## config.mk

```make
export PLATFORM = sky130hd
export DESIGN_NAME = wr_upsizer
export DESIGN_NICKNAME = d
export VERILOG_FILES = /design/src/rtl/upsz_pkg.sv /design/src/rtl/upsz_rst_sync.sv /design/src/rtl/upsz_cfg.sv /design/src/rtl/upsz_ctrl.sv /design/src/rtl/upsz_pack.sv /design/src/rtl/wr_upsizer.sv
export SDC_FILE = /design/constraint.sdc
export NUM_CORES = 1
export LEC_CHECK = 0
export ABC_AREA = 0
export BUFFER_PORTS_ARGS = -buffer_cell sky130_fd_sc_hd__buf_2
export CORE_MARGIN = 2
export CORE_UTILIZATION = 30
export DETAILED_ROUTE_END_ITERATION = 16
export SETUP_SLACK_MARGIN = 0.2
export SYNTH_ARGS = -nofsm -noshare
export SYNTH_HDL_FRONTEND = slang
export SYNTH_HIERARCHICAL = 1
export SYNTH_SLANG_ARGS = --single-unit
```

## constraint.sdc

```tcl
create_clock -name clk -period 2.6 [get_ports clk]
set_input_delay 0.13 -clock clk [delete_from_list [all_inputs] [get_ports clk]]
set_output_delay 0.13 -clock clk [all_outputs]
set_load 0.01 [all_outputs]
```

## src/rtl/upsz_pkg.sv

```systemverilog
package upsz_pkg;

  typedef enum logic [1:0] {
    SZ_LONG = 2'b00,
    SZ_WORD = 2'b01,
    SZ_BYTE = 2'b10
  } size_e;

endpackage

```

## src/rtl/upsz_rst_sync.sv

```systemverilog
module upsz_rst_sync #(
  parameter int STAGES = 2
) (
  input  logic clk,
  input  logic rst_n,
  output logic rst_sync_n
);

  logic [STAGES-1:0] sync_q;
  logic [STAGES-1:0] sync_d;

  always_comb begin
    sync_d = {sync_q[STAGES-2:0], 1'b1};
  end

  always_ff @(posedge clk or negedge rst_n) begin
    if (!rst_n) begin
      sync_q <= '0;
    end else begin
      sync_q <= sync_d;
    end
  end

  assign rst_sync_n = sync_q[STAGES-1];

endmodule

```

## src/rtl/upsz_cfg.sv

```systemverilog
module upsz_cfg
  import upsz_pkg::*;
(
  input  logic       clk,
  input  logic       rst_n,
  input  logic       rst_sync_n,
  input  logic [1:0] size_sel,
  input  logic       be_sel,
  output logic       run,
  output size_e      mode,
  output logic       big
);

  logic  run_q;
  logic  run_d;
  size_e mode_q;
  size_e mode_d;
  size_e mode_dec;
  logic  big_q;
  logic  big_d;

  always_comb begin
    case (size_sel)
      2'b01:   mode_dec = SZ_WORD;
      2'b10:   mode_dec = SZ_BYTE;
      default: mode_dec = SZ_LONG;
    endcase
  end

  // Selections load every cycle until the block starts running, then freeze.
  always_comb begin
    run_d  = rst_sync_n;
    mode_d = run_q ? mode_q : mode_dec;
    big_d  = run_q ? big_q  : be_sel;
  end

  always_ff @(posedge clk or negedge rst_n) begin
    if (!rst_n) begin
      run_q <= 1'b0;
    end else begin
      run_q <= run_d;
    end
  end

  always_ff @(posedge clk) begin
    mode_q <= mode_d;
    big_q  <= big_d;
  end

  assign run  = run_q;
  assign mode = mode_q;
  assign big  = big_q;

  AST_CFG_FROZEN: assert property (@(posedge clk) disable iff (!rst_n)
    (run_q && $past(run_q)) |-> ($stable(big_q) && $stable(mode_q)));

endmodule

```

## src/rtl/upsz_ctrl.sv

```systemverilog
module upsz_ctrl
  import upsz_pkg::*;
#(
  parameter int LANES = 4,
  localparam int CW = $clog2(LANES)
) (
  input  logic          clk,
  input  logic          rst_n,
  input  logic          run,
  input  size_e         mode,
  input  logic          wr_en,
  input  logic          fifo_full,
  output logic [CW-1:0] cnt,
  output logic          accept,
  output logic          in_ready,
  output logic          push
);

  logic [CW-1:0] cnt_q;
  logic [CW-1:0] cnt_d;
  logic          last;

  always_comb begin
    case (mode)
      SZ_WORD: last = (cnt_q == CW'(1));
      SZ_BYTE: last = (cnt_q == CW'(LANES - 1));
      default: last = 1'b1;
    endcase
  end

  always_comb begin
    in_ready = run && !(fifo_full && last);
    accept   = wr_en && in_ready;
    push     = accept && last;
  end

  always_comb begin
    cnt_d = cnt_q;
    if (!run) begin
      cnt_d = '0;
    end else if (accept) begin
      cnt_d = last ? '0 : cnt_q + CW'(1);
    end
  end

  always_ff @(posedge clk or negedge rst_n) begin
    if (!rst_n) begin
      cnt_q <= '0;
    end else begin
      cnt_q <= cnt_d;
    end
  end

  assign cnt = cnt_q;

  AST_WRAP_AFTER_PUSH: assert property (@(posedge clk) disable iff (!rst_n)
    push |=> (cnt_q == '0));
  AST_HOLD_ON_DROP: assert property (@(posedge clk) disable iff (!rst_n)
    (run && wr_en && !in_ready) |=> $stable(cnt_q));
  AST_WORD_RANGE: assert property (@(posedge clk) disable iff (!rst_n)
    (run && mode == SZ_WORD) |-> (cnt_q <= CW'(1)));

endmodule

```

## src/rtl/upsz_pack.sv

```systemverilog
module upsz_pack
  import upsz_pkg::*;
#(
  parameter int LANE_W = 9,
  parameter int LANES  = 4,
  localparam int CW = $clog2(LANES),
  localparam int DW = LANE_W * LANES,
  localparam int H  = LANES / 2
) (
  input  logic          clk,
  input  logic          rst_n,
  input  logic          run,
  input  size_e         mode,
  input  logic          big,
  input  logic          accept,
  input  logic [CW-1:0] cnt,
  input  logic [DW-1:0] wr_data,
  output logic [DW-1:0] push_data
);

  logic [LANES-2:0][LANE_W-1:0] aux_q;
  logic [LANES-2:0][LANE_W-1:0] aux_d;
  logic [LANES-2:0][LANE_W-1:0] aux_nxt;
  logic [LANES-1:0][LANE_W-1:0] arr;

  for (genvar j = 0; j < LANES; j++) begin : g_lane
    localparam int QW = j / H;
    localparam int RW = j % H;
    localparam int BWORD = (1 - QW) * H + RW;
    localparam int BBYTE = LANES - 1 - j;

    logic              live;
    logic [LANE_W-1:0] src;
    logic [LANE_W-1:0] outl;

    // Which input lane feeds arrival lane j, and whether it arrives now.
    always_comb begin
      case (mode)
        SZ_WORD: begin
          live = (cnt == CW'(QW));
          src  = wr_data[RW*LANE_W +: LANE_W];
        end
        SZ_BYTE: begin
          live = (cnt == CW'(j));
          src  = wr_data[LANE_W-1:0];
        end
        default: begin
          live = 1'b1;
          src  = wr_data[j*LANE_W +: LANE_W];
        end
      endcase
    end

    if (j < LANES - 1) begin : g_aux
      assign aux_d[j] = (accept && live) ? src : aux_q[j];
      assign arr[j]   = live ? src : aux_q[j];
    end else begin : g_top
      assign arr[j] = src;
    end

    // Lane reordering for the selected endian order.
    always_comb begin
      if (!big) begin
        outl = arr[j];
      end else begin
        case (mode)
          SZ_WORD: outl = arr[BWORD];
          SZ_BYTE: outl = arr[BBYTE];
          default: outl = arr[j];
        endcase
      end
    end

    assign push_data[j*LANE_W +: LANE_W] = outl;
  end

  always_comb begin
    aux_nxt = run ? aux_d : '0;
  end

  always_ff @(posedge clk or negedge rst_n) begin
    if (!rst_n) begin
      aux_q <= '0;
    end else begin
      aux_q <= aux_nxt;
    end
  end

  AST_AUX_IDLE: assert property (@(posedge clk) disable iff (!rst_n)
    (run && $past(run) && !accept) |=> $stable(aux_q));

endmodule

```

## src/rtl/wr_upsizer.sv

```systemverilog
module wr_upsizer
  import upsz_pkg::*;
#(
  parameter int LANE_W      = 9,
  parameter int LANES       = 4,
  parameter int SYNC_STAGES = 2,
  localparam int DW = LANE_W * LANES,
  localparam int CW = $clog2(LANES)
) (
  input  logic          clk,
  input  logic          rst_n,
  input  logic [1:0]    size_sel,
  input  logic          be_sel,
  input  logic          wr_en,
  input  logic [DW-1:0] wr_data,
  output logic          in_ready,
  input  logic          fifo_full,
  output logic          push,
  output logic [DW-1:0] push_data
);

  logic          rst_sync_n;
  logic          run;
  size_e         mode;
  logic          big;
  logic          accept;
  logic [CW-1:0] cnt;

  upsz_rst_sync #(.STAGES(SYNC_STAGES)) u_rst_sync (
    .clk        (clk),
    .rst_n      (rst_n),
    .rst_sync_n (rst_sync_n)
  );

  upsz_cfg u_cfg (
    .clk        (clk),
    .rst_n      (rst_n),
    .rst_sync_n (rst_sync_n),
    .size_sel   (size_sel),
    .be_sel     (be_sel),
    .run        (run),
    .mode       (mode),
    .big        (big)
  );

  upsz_ctrl #(.LANES(LANES)) u_ctrl (
    .clk       (clk),
    .rst_n     (rst_n),
    .run       (run),
    .mode      (mode),
    .wr_en     (wr_en),
    .fifo_full (fifo_full),
    .cnt       (cnt),
    .accept    (accept),
    .in_ready  (in_ready),
    .push      (push)
  );

  upsz_pack #(.LANE_W(LANE_W), .LANES(LANES)) u_pack (
    .clk       (clk),
    .rst_n     (rst_n),
    .run       (run),
    .mode      (mode),
    .big       (big),
    .accept    (accept),
    .cnt       (cnt),
    .wr_data   (wr_data),
    .push_data (push_data)
  );

  AST_NO_PUSH_FULL: assert property (@(posedge clk) disable iff (!rst_n)
    push |-> !fifo_full);
  AST_LONG_DIRECT: assert property (@(posedge clk) disable iff (!rst_n)
    (run && mode == SZ_LONG && wr_en && in_ready) |-> (push && push_data == wr_data));
  AST_PUSH_NEEDS_WRITE: assert property (@(posedge clk) disable iff (!rst_n)
    push |-> (wr_en && in_ready));

endmodule

```

==> flow_summary.ini <==
[run_status]
status = finished, final reports clean

[timing]
rsz0062_at_grt = yes
timing.fmax_mhz = 400
slew_headroom = 0.473
finClkSkew_ns = 0.00650
fin_ws_ns = 0.100
finalSetupTns_ns = 0
drv_slew = 0
worstMarginPinSlew_ns = 0.791
hold_ws_ns = 0.0223
setup_violations = 0
final_hold_viol_count = 0
layout_min_cycle_time_ns = 2.50
timing.final.crit_share = 0.961

[critical_path]
cpMaxStageDelayCell = edfxtp_1
cp-start-kind = flip-flop
worst-path-max-fanout = 7
path_class = reg2out
critPathCaptureType = primary output
critPathBufInv = 3
path_delay_family = multiplexers
max_stage_delay_ns = 0.43
crit_chain = inv_2 -> ha_4 -> buf_12 -> nand2b_4 -> mux2_4 -> mux2i_4 -> a221oi_2 -> nor2_1 -> buf_2
worstPathArrival_ns = 2.37
worstPathRequired_ns = 2.47

[synthesis]
synth_nets = 477
synth.yosys.warnings = 6
synth_cells = 429
synth_common_cells = a21oi_1, nand2_1, nor2_1
syn_area_um2 = 3520
synth_area_per_cell_um2 = 8.21
yosysSeqAreaShare = 0.253
synth_seq_cells = 35
synth_fa_ha_area_frac = 0.0178
synthMuxAreaShare = 0.145
ys_async_sr_fraction = 0.914
yosys.area.top_type = dfrtp_1
yosys.area_share.simple = 0.164
synth_top_area_frac = 0.227
synth_compound_gate_area_share = 0.347
synth_xor_area_frac = 0.00249
synth.distinct_cells = 51
ys.flop_type = dfrtp_1
synth_area_leaders = dfrtp_1, mux2i_1, a21oi_1
synth_top_family_by_area = compound AO/OA/AOI/OAI gates
synth-edff-count = 3

[job]
maxCapViolCount = 0

[die]
initial_core_util = 0.309
core_um2 = 11400
die_y_um = 112
placementRows = 39
die_area_um2 = 12600
die_x_um = 112
ios = 81

[route]
drt-wirelength-per-cell_um = 19.4
route.detailed.drc = 0
wl_mm = 13.1
drtIter0Drc = 368
first_pass_iters = 6
vias = 4021
ant_nets = 0
avgViaCountPerCell = 5.94

[global_routing]
grt-ovfl-total = 0
grt_max_degree = 33
grt_pass1_wl_mm = 19.6
grt_pass1_vias = 3671
track_usage = 0.192
antenna_found_initial = 0

[placed_design]
place_inst = 641
port_buffers = 80
place_ws_ns = 0.289
gp_congestion = 0.902
hpwl_mm = 9.07

[clock_tree]
cts_root_buffer = clkbuf_16
clk_pin_slew_ns = 0.06
cts_htree_levels = 2
clock_latency_ns = 0.28
cts_buffer_depth = 2
cts_buffers = 5
cts_sinks = 35
tritoncts = built

[final_layout]
area_delta_synth_final_pct = 41.7
layout-drive-gt1-share = 0.431
final_cells = 677
fin_nets = 581
diodes = 0

[power_and_ir_drop]
p_comb_frac = 0.495
p_per_area_nw_per_um2 = 479
vdd_drop_max_v = 0.000269
p_leak_nw = 2.30
power_frac_seq = 0.258
p_int_w = 0.00146
sw_frac_of_total = 0.389
p_sw_w = 0.000929
clkPwrFrac = 0.247

[worst_hold_path]
min_path_type = in2reg
==> cell usage in the layout, fill, tap and decap left out, types with 4 or more instances in the layout <==
cell | netlist | final
nand2_1 | 39 | 36
buf_4 | 3 | 39
a21oi_1 | 39 | 31
clkbuf_16 | 0 | 6
o211a_1 | 15 | 15
o211ai_1 | 4 | 4
o21ai_0 | 14 | 12
a22o_1 | 8 | 8
mux2_4 | 7 | 13
a32oi_1 | 17 | 14
a22oi_2 | 0 | 4
buf_2 | 6 | 80
nor2b_1 | 9 | 9
o22ai_1 | 21 | 18
a221oi_2 | 6 | 13
a21oi_2 | 1 | 8
a21boi_0 | 9 | 9
dfrtp_1 | 32 | 32
ha_4 | 0 | 4
buf_6 | 4 | 8
mux2i_1 | 21 | 18
nor2_1 | 35 | 32
nand3_1 | 29 | 27
buf_12 | 0 | 4
inv_1 | 12 | 10
nand2b_1 | 6 | 5
mux2_2 | 15 | 10
==> per-layer routing <==
layer  wire [µm]  vias up  global-route usage
met5           0        -                   0
met4         417        0              0.0553
met3         854       45              0.0324
met2        6280      197               0.318
met1        5580     1949               0.260
li1            -     1830                   -
==> through the flow <==
step	area [µm²]	util	power, W
6_report	4990	0.437	0.00239
4_1_cts	4580	0.401	0.00224
3_3_place_gp	4160	0.365	0.00156
2_1_floorplan	3520	-	0.00122
5_1_grt	4990	0.437	0.00250
3_5_place_dp	4160	0.365	0.00157
==> cell type report <==
type	instances	area, µm²
inverters	13	48.8
flip-flops and latches	35	891
clock inverters	2	12.5
multi-input cells	341	2750
well taps	143	179
fillers	1095	6420
repair buffers	137	988
clock buffers	6	129
==> kinds of logic (layout without fill, tap and decap cells) <==
| family | after synthesis | count (layout) |
|---|---|---|
| compound gates | 164 | 164 |
| xor+xnor | 1 | 1 |
| fa+ha+maj | 5 | 5 |
| buf+inv | 53 | 158 |
| flops | 35 | 35 |
| mux | 45 | 45 |
| other cells | 1 | 1 |
| simple gates | 125 | 125 |
==> final timing paths <==
path	from	end	slack (ns)	cells past startpoint
setup / recovery	u_cfg/mode[0]$_DFFE_PN_	push_data[8]	0.10	9
hold / removal	be_sel	u_cfg/big$_DFFE_PN_	0.02	1
setup reg to reg	u_cfg/mode[1]$_DFFE_PN_	u_pack/aux_q[22]$_DFFE_PN0P_	0.29	9
hold reg to reg	u_rst_sync/sync_q[1]$_DFF_PN0_	u_cfg/run$_DFF_PN0_	0.35	0
max in group asynchronous	rst_n	u_pack/aux_q[20]$_DFFE_PN0P_	1.62	2
min in group asynchronous	rst_n	u_pack/aux_q[17]$_DFFE_PN0P_	0.47	2
==> what timing repair did <==
item | CTS | global route
setup buffers | 12 | 12
pin swaps | 13 | 24
hold buffers | 1 | 0
gates resized for setup | 21 | 62
cloned | 2 | 1
endpoints found under the hold margin | 32 | 0
endpoints found under the setup margin | 31 | 55
==> sequential cells by signal, indices dropped and copies added (netlist names) <==
signal / flops
u_cfg/big: 1
u_cfg/mode: 2
u_ctrl/cnt: 2
u_pack/aux_q: 27
u_rst_sync/sync_q: 2
u_cfg/run: 1
==> power by group through the flow <==
stage          Clock [W]  Combinational [W]  Sequential [W]
2_1_floorplan          0           0.000609        0.000615
3_3_place_gp           0           0.000943        0.000622
3_5_place_dp           0           0.000950        0.000623
4_1_cts         0.000599            0.00103        0.000615
5_1_grt         0.000622            0.00126        0.000622
6_report        0.000591            0.00118        0.000617
No activity file was read; power rests on OpenSTA's default activity.
